$ cat src/rtl/dtreg_pkg.sv
// Package: shared widths, op codes, table indices and register type for the
// descriptor table register unit. Assumes a 48-bit descriptor layout of
// limit, base, access byte from the low end.
package dtreg_pkg;
    parameter int BASE_W = 24;
    parameter int LIM_W  = 16;
    parameter int SEL_W  = 16;
    parameter int ACC_W  = 8;
    localparam int DESC_W   = LIM_W + BASE_W + ACC_W;
    localparam int IMG_W    = 48;
    localparam int IMG_USED = LIM_W + BASE_W;
    localparam int NTBL     = 4;
    localparam int BUSY_BIT = 1;
    localparam int ACC_OFS  = 5;
    localparam int ENT_SH   = 3;

    typedef enum logic [2:0] {
        OP_LGDT = 3'd0,
        OP_LIDT = 3'd1,
        OP_LLDT = 3'd2,
        OP_LTR  = 3'd3,
        OP_SLDT = 3'd4,
        OP_STR  = 3'd5
    } dt_op_e;

    typedef enum logic [1:0] {
        T_GDT = 2'd0,
        T_IDT = 2'd1,
        T_LDT = 2'd2,
        T_TR  = 2'd3
    } dt_tbl_e;

    typedef struct packed {
        logic [BASE_W-1:0] base;
        logic [LIM_W-1:0]  lim;
    } tbl_reg_t;
endpackage

$ cat src/rtl/dtreg_img_asm.sv
// Module: collects the serial 6-byte table image into a limit+base word.
// Assumes LOAD_W is 8 or 16. The final beat is used directly, without a
// register stage, so the image is complete in the cycle of the last beat.
module dtreg_img_asm
    import dtreg_pkg::*;
#(
    parameter int LOAD_W = 8
) (
    input  logic                clk,
    input  logic                rst_n,
    input  logic                start,
    input  logic                beat_valid,
    input  logic [LOAD_W-1:0]   beat_data,
    output logic                active,
    output logic                img_done,
    output logic [IMG_USED-1:0] img_out
);
    localparam int BEATS  = IMG_W / LOAD_W;
    localparam int CW     = $clog2(BEATS);
    localparam int HELD_W = IMG_W - LOAD_W;

    logic [CW-1:0]     cnt;
    logic [HELD_W-1:0] held;
    logic              last_beat;

    assign last_beat = active && beat_valid && (cnt == CW'(BEATS - 1));
    assign img_done  = last_beat;

    // Tracks capture state and counts accepted beats
    always_ff @(posedge clk) begin
        if (!rst_n) begin
            active <= 1'b0;
            cnt    <= '0;
        end else if (start && !active) begin
            active <= 1'b1;
            cnt    <= '0;
        end else if (last_beat) begin
            active <= 1'b0;
            cnt    <= '0;
        end else if (active && beat_valid) begin
            cnt <= cnt + 1'b1;
        end
    end

    // One holding slot per beat except the last
    for (genvar b = 0; b < BEATS - 1; b++) begin : g_slot
        always_ff @(posedge clk) begin
            if (!rst_n)
                held[b*LOAD_W +: LOAD_W] <= '0;
            else if (active && beat_valid && cnt == CW'(b))
                held[b*LOAD_W +: LOAD_W] <= beat_data;
        end
    end

    if (LOAD_W == 8) begin : g_byte
        assign img_out = held;
    end else begin : g_word
        logic unused_pad;
        assign unused_pad = ^beat_data[LOAD_W-1:8];
        assign img_out = {beat_data[7:0], held};
    end

    AST_IMG_CNT_BOUND: assert property (@(posedge clk) disable iff (!rst_n)
        cnt < CW'(BEATS));
    AST_IMG_IDLE_CNT: assert property (@(posedge clk) disable iff (!rst_n)
        !active |-> cnt == '0);
endmodule

$ cat src/rtl/dtreg_selchk.sv
// Module: checks a selector-based load for privilege, table bit, range
// against the global limit, null selector and busy flag. Purely
// combinational. Assumes the descriptor has already been fetched.
module dtreg_selchk
    import dtreg_pkg::*;
(
    input  logic [SEL_W-1:2] sel_hi,
    input  logic [1:0]       cpl,
    input  logic [LIM_W-1:0] gdt_lim,
    input  logic             busy,
    input  logic             is_ltr,
    output logic             is_null,
    output logic             bad
);
    logic             ti;
    logic [LIM_W-1:0] ent_end;
    logic             over;

    assign ti      = sel_hi[2];
    assign ent_end = {sel_hi[SEL_W-1:ENT_SH], {ENT_SH{1'b1}}};
    assign over    = ent_end > gdt_lim;
    assign is_null = (sel_hi == '0);

    // Combines every reason to reject the load
    always_comb begin
        bad = 1'b0;
        if (cpl != 2'd0)
            bad = 1'b1;
        else if (is_null)
            bad = is_ltr;
        else if (ti || over)
            bad = 1'b1;
        else if (is_ltr && busy)
            bad = 1'b1;
    end

    always_comb begin
        AST_NULL_LLDT_OK: assert (!(is_null && !is_ltr && cpl == 2'd0 && bad));
    end
endmodule

$ cat src/rtl/dtreg_limchk.sv
// Module: registered check that an 8-byte entry at an offset fits within
// the selected table's limit. The sum is one bit wider so it cannot wrap.
module dtreg_limchk
    import dtreg_pkg::*;
(
    input  logic                       clk,
    input  logic                       rst_n,
    input  logic                       chk_valid,
    input  logic [1:0]                 chk_tbl,
    input  logic [LIM_W-1:0]           chk_off,
    input  logic [NTBL-1:0][LIM_W-1:0] lims,
    output logic                       viol
);
    logic [LIM_W:0] last_byte;
    logic [LIM_W:0] sel_lim;

    assign last_byte = {1'b0, chk_off} + (LIM_W+1)'((1 << ENT_SH) - 1);
    assign sel_lim   = {1'b0, lims[chk_tbl]};

    // Registers the comparison result for one cycle
    always_ff @(posedge clk) begin
        if (!rst_n) viol <= 1'b0;
        else        viol <= chk_valid && (last_byte > sel_lim);
    end

    AST_VIOL_NEEDS_REQ: assert property (@(posedge clk) disable iff (!rst_n)
        viol |-> $past(chk_valid));
endmodule

$ cat src/rtl/dtreg_unit.sv
// Module: register file and command control for the global, interrupt,
// local-table and task registers. Assumes one command at a time from a
// sequencer that fetches descriptors itself and carries out write-back.
module dtreg_unit
    import dtreg_pkg::*;
#(
    parameter int LOAD_W = 8
) (
    input  logic              clk,
    input  logic              rst_n,
    input  logic              cmd_valid,
    input  logic [2:0]        cmd_op,
    input  logic [1:0]        cmd_cpl,
    input  logic [15:0]       cmd_sel,
    input  logic [47:0]       desc_word,
    input  logic              img_valid,
    input  logic [LOAD_W-1:0] img_data,
    input  logic              chk_valid,
    input  logic [1:0]        chk_tbl,
    input  logic [15:0]       chk_off,
    output logic              done,
    output logic              fault13,
    output logic [15:0]       st_sel,
    output logic              wb_valid,
    output logic [23:0]       wb_addr,
    output logic [7:0]        wb_acc,
    output logic              chk_viol,
    output logic [23:0]       gdt_base,
    output logic [15:0]       gdt_lim,
    output logic [23:0]       idt_base,
    output logic [15:0]       idt_lim,
    output logic [15:0]       ldt_sel,
    output logic [23:0]       ldt_base,
    output logic [15:0]       ldt_lim,
    output logic [15:0]       tr_sel,
    output logic [23:0]       tr_base,
    output logic [15:0]       tr_lim
);
    dt_op_e                     op;
    logic                       cap_busy;
    logic                       img_done;
    logic [IMG_USED-1:0]        img_out;
    dt_tbl_e                    cap_tbl;
    logic                       accept;
    logic                       is_tbl_load;
    logic                       is_sel_load;
    logic                       sc_null;
    logic                       sc_bad;
    logic                       start_cap;
    logic                       fault_now;
    logic                       lldt_ok;
    logic                       ltr_ok;
    logic                       store_now;
    logic [NTBL-1:0]            wr_en;
    tbl_reg_t [NTBL-1:0]        wr_val;
    tbl_reg_t [NTBL-1:0]        rd;
    logic [NTBL-1:0][LIM_W-1:0] lims;
    logic [LIM_W-1:0]           d_lim;
    logic [BASE_W-1:0]          d_base;
    logic [ACC_W-1:0]           d_acc;
    logic [BASE_W-1:0]          ent_ofs;

    assign op          = dt_op_e'(cmd_op);
    assign accept      = cmd_valid && !cap_busy;
    assign is_tbl_load = (op == OP_LGDT) || (op == OP_LIDT);
    assign is_sel_load = (op == OP_LLDT) || (op == OP_LTR);
    assign d_lim       = desc_word[LIM_W-1:0];
    assign d_base      = desc_word[LIM_W +: BASE_W];
    assign d_acc       = desc_word[DESC_W-1 -: ACC_W];
    assign ent_ofs     = BASE_W'({cmd_sel[SEL_W-1:ENT_SH], 3'(ACC_OFS)});

    dtreg_img_asm #(.LOAD_W(LOAD_W)) u_img (
        .clk        (clk),
        .rst_n      (rst_n),
        .start      (start_cap),
        .beat_valid (img_valid),
        .beat_data  (img_data),
        .active     (cap_busy),
        .img_done   (img_done),
        .img_out    (img_out)
    );

    dtreg_selchk u_sel (
        .sel_hi  (cmd_sel[SEL_W-1:2]),
        .cpl     (cmd_cpl),
        .gdt_lim (rd[T_GDT].lim),
        .busy    (d_acc[BUSY_BIT]),
        .is_ltr  (op == OP_LTR),
        .is_null (sc_null),
        .bad     (sc_bad)
    );

    dtreg_limchk u_lim (
        .clk       (clk),
        .rst_n     (rst_n),
        .chk_valid (chk_valid),
        .chk_tbl   (chk_tbl),
        .chk_off   (chk_off),
        .lims      (lims),
        .viol      (chk_viol)
    );

    // Decodes the accepted command into its outcome
    always_comb begin
        start_cap = accept && is_tbl_load && (cmd_cpl == 2'd0);
        fault_now = accept && ((is_tbl_load && cmd_cpl != 2'd0) ||
                               (is_sel_load && sc_bad));
        lldt_ok   = accept && (op == OP_LLDT) && !sc_bad;
        ltr_ok    = accept && (op == OP_LTR) && !sc_bad;
        store_now = accept && ((op == OP_SLDT) || (op == OP_STR));
    end

    // Selects write enable and write value for each table register
    always_comb begin
        wr_en  = '0;
        wr_val = '0;
        wr_val[T_GDT] = '{base: img_out[IMG_USED-1:LIM_W], lim: img_out[LIM_W-1:0]};
        wr_val[T_IDT] = wr_val[T_GDT];
        wr_val[T_LDT] = sc_null ? '0 : '{base: d_base, lim: d_lim};
        wr_val[T_TR]  = '{base: d_base, lim: d_lim};
        wr_en[T_GDT]  = img_done && (cap_tbl == T_GDT);
        wr_en[T_IDT]  = img_done && (cap_tbl == T_IDT);
        wr_en[T_LDT]  = lldt_ok;
        wr_en[T_TR]   = ltr_ok;
    end

    // One register per table, loaded only by its own write enable
    for (genvar t = 0; t < NTBL; t++) begin : g_tbl
        tbl_reg_t q;
        always_ff @(posedge clk) begin
            if (!rst_n)        q <= '0;
            else if (wr_en[t]) q <= wr_val[t];
        end
        assign rd[t]   = q;
        assign lims[t] = q.lim;
    end

    // Holds selectors, capture target and response pulses
    always_ff @(posedge clk) begin
        if (!rst_n) begin
            done     <= 1'b0;
            fault13  <= 1'b0;
            wb_valid <= 1'b0;
            wb_addr  <= '0;
            wb_acc   <= '0;
            st_sel   <= '0;
            ldt_sel  <= '0;
            tr_sel   <= '0;
            cap_tbl  <= T_GDT;
        end else begin
            done     <= img_done || lldt_ok || ltr_ok || store_now;
            fault13  <= fault_now;
            wb_valid <= ltr_ok;
            if (start_cap)
                cap_tbl <= (op == OP_LIDT) ? T_IDT : T_GDT;
            if (lldt_ok)
                ldt_sel <= cmd_sel;
            if (ltr_ok) begin
                tr_sel  <= cmd_sel;
                wb_addr <= rd[T_GDT].base + ent_ofs;
                wb_acc  <= d_acc | ACC_W'(1 << BUSY_BIT);
            end
            if (store_now)
                st_sel <= (op == OP_SLDT) ? ldt_sel : tr_sel;
        end
    end

    assign gdt_base = rd[T_GDT].base;
    assign gdt_lim  = rd[T_GDT].lim;
    assign idt_base = rd[T_IDT].base;
    assign idt_lim  = rd[T_IDT].lim;
    assign ldt_base = rd[T_LDT].base;
    assign ldt_lim  = rd[T_LDT].lim;
    assign tr_base  = rd[T_TR].base;
    assign tr_lim   = rd[T_TR].lim;

    AST_FAULT_DONE_EXCL: assert property (@(posedge clk) disable iff (!rst_n)
        !(fault13 && done));
    AST_FAULT_KEEPS_SEL: assert property (@(posedge clk) disable iff (!rst_n)
        fault13 |-> (tr_sel == $past(tr_sel)) && (ldt_sel == $past(ldt_sel)));
    AST_WB_PULSE: assert property (@(posedge clk) disable iff (!rst_n)
        wb_valid |=> !wb_valid);
    AST_WB_GDT_ONLY: assert property (@(posedge clk) disable iff (!rst_n)
        wb_valid |-> done && !tr_sel[2] && wb_acc[BUSY_BIT]);
    AST_CAP_NO_DONE: assert property (@(posedge clk) disable iff (!rst_n)
        (cap_busy && !img_done) |=> !done && !fault13);
endmodule

$ cat config.mk
export PLATFORM = sky130hd
export DESIGN_NAME = dtreg_unit
export DESIGN_NICKNAME = d
export VERILOG_FILES = /design/src/rtl/dtreg_pkg.sv /design/src/rtl/dtreg_img_asm.sv /design/src/rtl/dtreg_selchk.sv /design/src/rtl/dtreg_limchk.sv /design/src/rtl/dtreg_unit.sv
export SDC_FILE = /design/constraint.sdc
export NUM_CORES = 1
export LEC_CHECK = 0
export CORE_MARGIN = 2
export CORE_UTILIZATION = 44
export DETAILED_ROUTE_END_ITERATION = 10
export PLACE_DENSITY = 0.84
export SYNTH_ARGS = -nofsm -noshare
export SYNTH_HDL_FRONTEND = slang
export SYNTH_SLANG_ARGS = --single-unit
$ cat constraint.sdc
create_clock -name clk -period 2.8 [get_ports clk]
set_input_delay 0.7 -clock clk [delete_from_list [all_inputs] [get_ports clk]]
set_output_delay 0.7 -clock clk [all_outputs]
set_load 0.01 [all_outputs]
**Word-level counts from Yosys, hierarchy flattened**

Index checks and enable logic that the tools add are counted.

- Register bits: 290
- Input port bits: 100
- Output and inout port bits: 244
- Logic and storage cells: 95

- Add/sub/neg operators: 3
- $lt $le $gt $ge: 3
- Equal/unequal tests: 11
- Mux-type cells: 11
- Bitwise logic cells: 1
- Reductions and logical operators: 41

Operators with widths:

| cell | number |
|---|---|
| 40-bit 2-to-1 mux | 1 |
| 16-bit binary-select mux with 2-bit select | 1 |
| 16-bit 2-to-1 mux | 2 |
| 24-bit by 16-bit adder with 24-bit output | 1 |
| 1-bit logical AND | 23 |
| 16-bit by 3-bit adder with 17-bit output, second input constant | 1 |
| 17-bit by 16-bit greater-than comparator with 1-bit output | 1 |
| 16-bit greater-than comparator | 1 |
| 14-bit logical NOT | 1 |
| 3-bit by 2-bit equality test with 1-bit output, second input constant | 4 |
| 3-bit equality test, second input constant | 4 |
| 1-bit logical OR | 8 |
| 1-bit 2-to-1 mux | 7 |
| 3-bit by 1-bit equality test with 1-bit output, second input constant | 2 |
| 3-bit logical NOT | 2 |
| 2-bit logical NOT | 2 |
| 2-bit nonzero test | 2 |
| 3-bit by 1-bit adder with 3-bit output, second input constant | 1 |
| 2-bit by 3-bit less-than comparator with 1-bit output, second input constant | 1 |
| 3-bit OR reduction | 1 |
| 2-bit by 1-bit equality test with 1-bit output, second input constant | 1 |
| 1-bit logical NOT | 2 |
| 1-bit inverter | 1 |

**Logic depth before layout (Yosys ltp)**

- Depth after elaboration: 11
- Gate-level depth with buffers: 14
- Mapped depth without buffers: 14

**Cells and area by module**

Synthesis repeated with hierarchy kept, for this count alone.

- Cell total of the unflattened synthesis: 1540
- Area, all modules: 12674.7 µm²

By module, submodules not included:

| module | instances | cells an instance | area each (µm²) | sequential area each (µm²) |
|---|---|---|---|---|
| dtreg_unit | 1 | 1194 | 9574.2 | 4884.7 |
| dtreg_img_asm | 1 | 171 | 1630.3 | 880.8 |
| dtreg_limchk | 1 | 121 | 1101.1 | 20.0 |
| dtreg_selchk | 1 | 54 | 369.1 | 0.0 |

**Worst setup path after synthesis**

OpenSTA, ideal clock, no wires.

- Path kind: in2reg
- Start: input chk_tbl[0]
- End: register u_lim.viol
- Setup time: 0.122 ns
- Arrival time: 2.798 ns
- Data required time: 2.678 ns
- Setup slack: -0.120 ns
- Cell stages on the path: 10
- Path buffers: 2
- Path through: clkbuf_1 -> buf_2 -> mux4_2 -> inv_1 -> ha_1 -> a21o_1 -> a21oi_1 -> o21ai_0 -> a31oi_1 -> o31ai_1

- Longest elaborated chain between the ends: 4

RTL lines:

| item | line | source |
|---|---|---|
| from (decl) | dtreg_unit.sv:19 | `input logic [1:0] chk_tbl,` |
| 16-bit binary-select mux with 2-bit select | dtreg_limchk.sv:18 | `assign sel_lim = {1'b0, lims[chk_tbl]};` |
| 16-bit 2-to-1 mux (implied by the code) | dtreg_limchk.sv:18 |  |
| 17-bit by 16-bit greater-than comparator with 1-bit output | dtreg_limchk.sv:23 | `else viol <= chk_valid && (last_byte > sel_lim);` |
| 1-bit logical AND | dtreg_limchk.sv:23 |  |
| to (signal assigned) | dtreg_limchk.sv:23 |  |
| to (decl) | dtreg_limchk.sv:12 | `output logic viol` |

No other way between the ends. The select of a mux whose other input is x is not followed.
A chain may end at the register's enable or synchronous reset.

**Final worst setup path**

- Start: input cmd_sel[13]
- End: register g_tbl[2].q (netlist bit ldt_base[15])

- Longest elaborated chain between the ends: 7
- Elaborated cells between the ends (all ways): 9
- Those cells by class: order compare: 1; mux: 4; reduce/logical: 4

RTL lines:

| item | line | source |
|---|---|---|
| from (decl) | dtreg_unit.sv:14 | `input logic [15:0] cmd_sel,` |
| 16-bit greater-than comparator | dtreg_selchk.sv:21 | `assign over = ent_end > gdt_lim;` |
| 1-bit logical OR | dtreg_selchk.sv:31 | `else if (ti \|\| over)` |
| 1-bit 2-to-1 mux | dtreg_selchk.sv:31 |  |
| 1-bit 2-to-1 mux | dtreg_selchk.sv:29 | `else if (is_null)` |
| 1-bit 2-to-1 mux | dtreg_selchk.sv:27 | `if (cpl != 2'd0)` |
| 1-bit logical NOT | dtreg_unit.sv:108 | `lldt_ok = accept && (op == OP_LLDT) && !sc_bad;` |
| 1-bit logical AND | dtreg_unit.sv:108 |  |
| to (signal assigned) | dtreg_unit.sv:132 | `else if (wr_en[t]) q <= wr_val[t];` |
| to (decl) | dtreg_unit.sv:129 | `tbl_reg_t q;` |

Several ways; a longest one is shown, not always the timed one.

==> results.txt <==
----------------------------------------------------
[Timing]
  Worst clock skew ... 0.0161 ns
  Final worst hold slack ... 0.450 ns
  Slew margin rel. ... about 29%
  Least-Margin Pin Slew ... around 1.1 ns
  Final worst path period need ... 2.75 ns
  Highest attainable clock frequency ... 364 MHz
  Unrepaired setup endpoints after global routing ... yes
  Final setup viols ... 0
  Post-route fraction of the period consumed by the critical path ... 98.2%
  Final Max Slew Viols ... 0
  Final Hold Fails ... 0

[Min path]
  Worst hold path type ... flip-flop to flip-flop
  Worst hold stages ... 2
  Critical hold path startpoint ... ldt_base[13]

[Floorplan]
  X dimension of the die ... 173 µm
  Die outline height ... 173 µm
  Die Area ... 29800 µm²
  Area inside the core boundary ... 27900 µm²
  Number of top-level pins ... roughly 340
  Count of standard-cell rows ... 61
  Initial standard-cell utilization of the core ... between 40 and 50%

[Synthesis]
  Async SR Flop Fraction ... 0%
  Synthesized flop and latch total ... ~290
  Proportion of synthesized chip area in sequential cells ... 46.3%
  Post-Synthesis Cells ... 1551
  Most used flip-flop cell after synthesis ... sky130_fd_sc_hd__dfxtp_1
  Post-Synthesis Cell Area ... 12500 µm²
  Synth unique cells ... 55
  Syn. warnings ... 0
  Total nets after synthesis ... 1700
  Number of synthesized flops with an enable pin ... 0
  Mean area per synthesized cell ... 8.06 µm²

[Clocking]
  CTS tree ... yes
  H-tree depth reported by CTS ... 1
  Clock tree root buffer cell ... sky130_fd_sc_hd__clkbuf_16
  Worst-skew pair later-pin latency ... 0.55 ns
  Clock sinks ... 289
  Clock buffer count from CTS ... 30
  Hold-fix buffers, CTS ... 0
  Clock-pin transition on the worst setup and hold timing paths ... around 0.060 ns
  Clock Tree Buf Depth ... 3

[Final layout]
  Commonest non-fill, non-tap cell in the layout ... sky130_fd_sc_hd__nand2_1
  Final net count ... approximately 2.1k
  Fraction of layout instances using a drive strength above 1 ... 11.5%
  Final core utilization ... 66.1%
  Area grow syn2layout ... 47.4%
  Commonest cells after routing, fill and taps aside ... sky130_fd_sc_hd__nand2_1 (474), sky130_fd_sc_hd__clkdlybuf4s50_1 (336), sky130_fd_sc_hd__dfxtp_1 (288)
  Number of inserted filler cells in the final layout ... 2142

[Placed design]
  Placer Congestion ... approximately 0.96
  HPWL after detailed placement ... 32.8 mm
  Buffers on Ports ... 343

[Drt]
  Remaining routing DRC violations ... 0
  Vias ... 12.9k
  Remaining antenna violation count ... 0
  Detailed router's first-iteration violation count ... 1312
  Via density per instance ... 5.43
  DRT Pass-1 Iters ... 5
  Wirelength per Cell ... between 15 and 20 µm
  Total Routed Length ... about 44 mm

[Critical path]
  Kind of critical path ... input port to flip-flop
  Worst path arrival time ... 3.22 ns
  CP endpoint kind ... flip-flop
  Critical path launch point type ... input port
  Timing startpoint of the critical path ... cmd_sel[13]
  Critical path required time ... around 3.3 ns
  Origin of the critical flop-to-flop path ... gdt_lim[12]
  R2r worst-path depth ... 11
  Worst reg2reg setup slack ... 0.17 ns
  Largest fanout on the critical path ... 7

[Status]
  Outcome ... finished, final reports clean

[Global route]
  Global-route total usage across every layer ... between 20% and 30%
  Maximum number of pins on one net before global-route repair ... around 110
  Wire length of the first global-routing pass ... just under 70 mm
  Initial antenna violation count ... 1
  Overflow left after global routing ... 0
  Via count of the first global-routing pass ... between 10k and 15k

[Power]
  Ratio of total power to cell area ... 471 nW/µm²
  VDD IR max ... 0.408 mV
  Leakage Power ... 6.52 nW

[Run]
  Max cap viols ... 0

----------------------------------------------------
## Yosys cell counts, drive strengths merged, types with 2 or more instances
cell / n / area share, %
nand2: 475 / 14
dfxtp: 289 / 46
a21oi: 278 / 11
clkbuf: 75 / 2.3
nand3: 63 / 2.5
ha: 49 / 4.9
nor2: 46 / 1.4
inv: 43 / 1.3
xnor2: 26 / 1.8
buf: 24 / 1.3
o21ai: 20 / 0.83
mux4: 16 / 2.9
o221ai: 16 / 1.1
a211oi: 14 / 1.0
nand4: 12 / 0.60
mux2i: 11 / 0.88
nor3: 11 / 0.44
xor2: 11 / 0.77
a21o: 9 / 0.54
and3: 9 / 0.49
nor2b: 6 / 0.30
nand2b: 5 / 0.25
nor4: 5 / 0.25
a31oi: 4 / 0.20
and4: 4 / 0.28
a211o: 3 / 0.21
and2: 3 / 0.15
o21a: 3 / 0.18
a22oi: 2 / 0.12
nand3b: 2 / 0.12
o211ai: 2 / 0.12
or2: 2 / 0.10
## critical path, stage by stage
cell                              delay, ns
sky130_fd_sc_hd__clkdlybuf4s50_1       0.59
sky130_fd_sc_hd__ha_4                  0.25
sky130_fd_sc_hd__a211oi_2              0.22
sky130_fd_sc_hd__o21ai_1               0.12
sky130_fd_sc_hd__a221o_2               0.39
sky130_fd_sc_hd__a211oi_4              0.26
sky130_fd_sc_hd__buf_6                 0.15
sky130_fd_sc_hd__buf_12                0.15
sky130_fd_sc_hd__buf_4                 0.13
sky130_fd_sc_hd__nand3_1               0.09
sky130_fd_sc_hd__a21oi_1               0.16
## timing repair
action	4_1_cts	5_1_grt
endpoints found under the setup margin	36	129
buffers inserted	0	2
hold endpoints to repair	0	0
cloned	1	2
resized for setup	8	25
pin swaps	1	7
## path summary, 6_finish.rpt
kind,end
hold / removal,ldt_base[13]
hold reg to reg,ldt_base[13]
setup / recovery,ldt_base[15]
setup reg to reg,ldt_base[15]
## metal layers
layer / up-vias / track usage [%] / wire length, µm
met5: - / 0 / 0
li1: 6098 / - / -
met4: 0 / 11.9 / 1860
met3: 122 / 5.00 / 3540
met1: 6048 / 36.1 / 18000
met2: 590 / 46.5 / 20700
## kinds of logic after synthesis
| kind of cell | count (synthesis) | synth area share (%) |
|---|---|---|
| compound gates | 362 | 16.3 |
| flops | 289 | 46.3 |
| xor+xnor | 37 | 2.59 |
| buf+inv | 142 | 4.83 |
| mux | 27 | 3.76 |
| fa+ha+maj | 49 | 4.91 |
| simple gates | 645 | 21.3 |
## per-stage QoR
| stage | instance area, µm² | std cells | power, mW | worst slack (ns) | TNS (ns) |
|---|---|---|---|---|---|
| detailed placement | 17200 | 2312 | 4.79 | -0.653 | -78.41 |
| global placement | 17200 | 2312 | 4.78 | -0.562 | -73.16 |
| CTS | 18200 | 2361 | 8.67 | 0.0132 | 0 |
| finish | 18400 | 2366 | 8.67 | 0.0506 | 0 |
| global route | 18400 | 2366 | 8.90 | -0.0277 | -0.0325 |
| floorplan | 12500 | 1551 | 4.43 | 0.150 | 0 |
## registers in the layout, summed over array words and instances, names as in the netlist, 3 cells and up
register       flops
wb_acc             8
tr_sel            16
idt_lim           16
tr_lim            16
idt_base          24
st_sel            16
u_img.img_out     40
ldt_lim           16
ldt_base          24
gdt_lim           16
tr_base           24
wb_addr           24
u_img.cnt          3
ldt_sel           16
gdt_base          24
## area by class of cell
cell class	instances	area, µm²	share of cell area (%)
Multi-Input combinational cell	1120	6250	33.9
Sequential cell	289	5790	31.4
Timing Repair Buffer	487	4780	26.0
Clock buffer	42	847	4.60
Tap cell	378	473	2.57
Inverter	43	169	0.917
Clock inverter	6	105	0.571
Antenna cell	1	2.50	0.0136
## power by group
group / switching, mW / internal, mW / leakage, nW / total (mW)
clock network: 1.60 / 2.35 / 0.467 / 3.95
logic: 0.302 / 0.292 / 3.73 / 0.594
registers: 0.00594 / 4.12 / 2.33 / 4.13
total: 1.90 / 6.76 / 6.52 / 8.67
No activity file was read; power rests on OpenSTA's default activity.
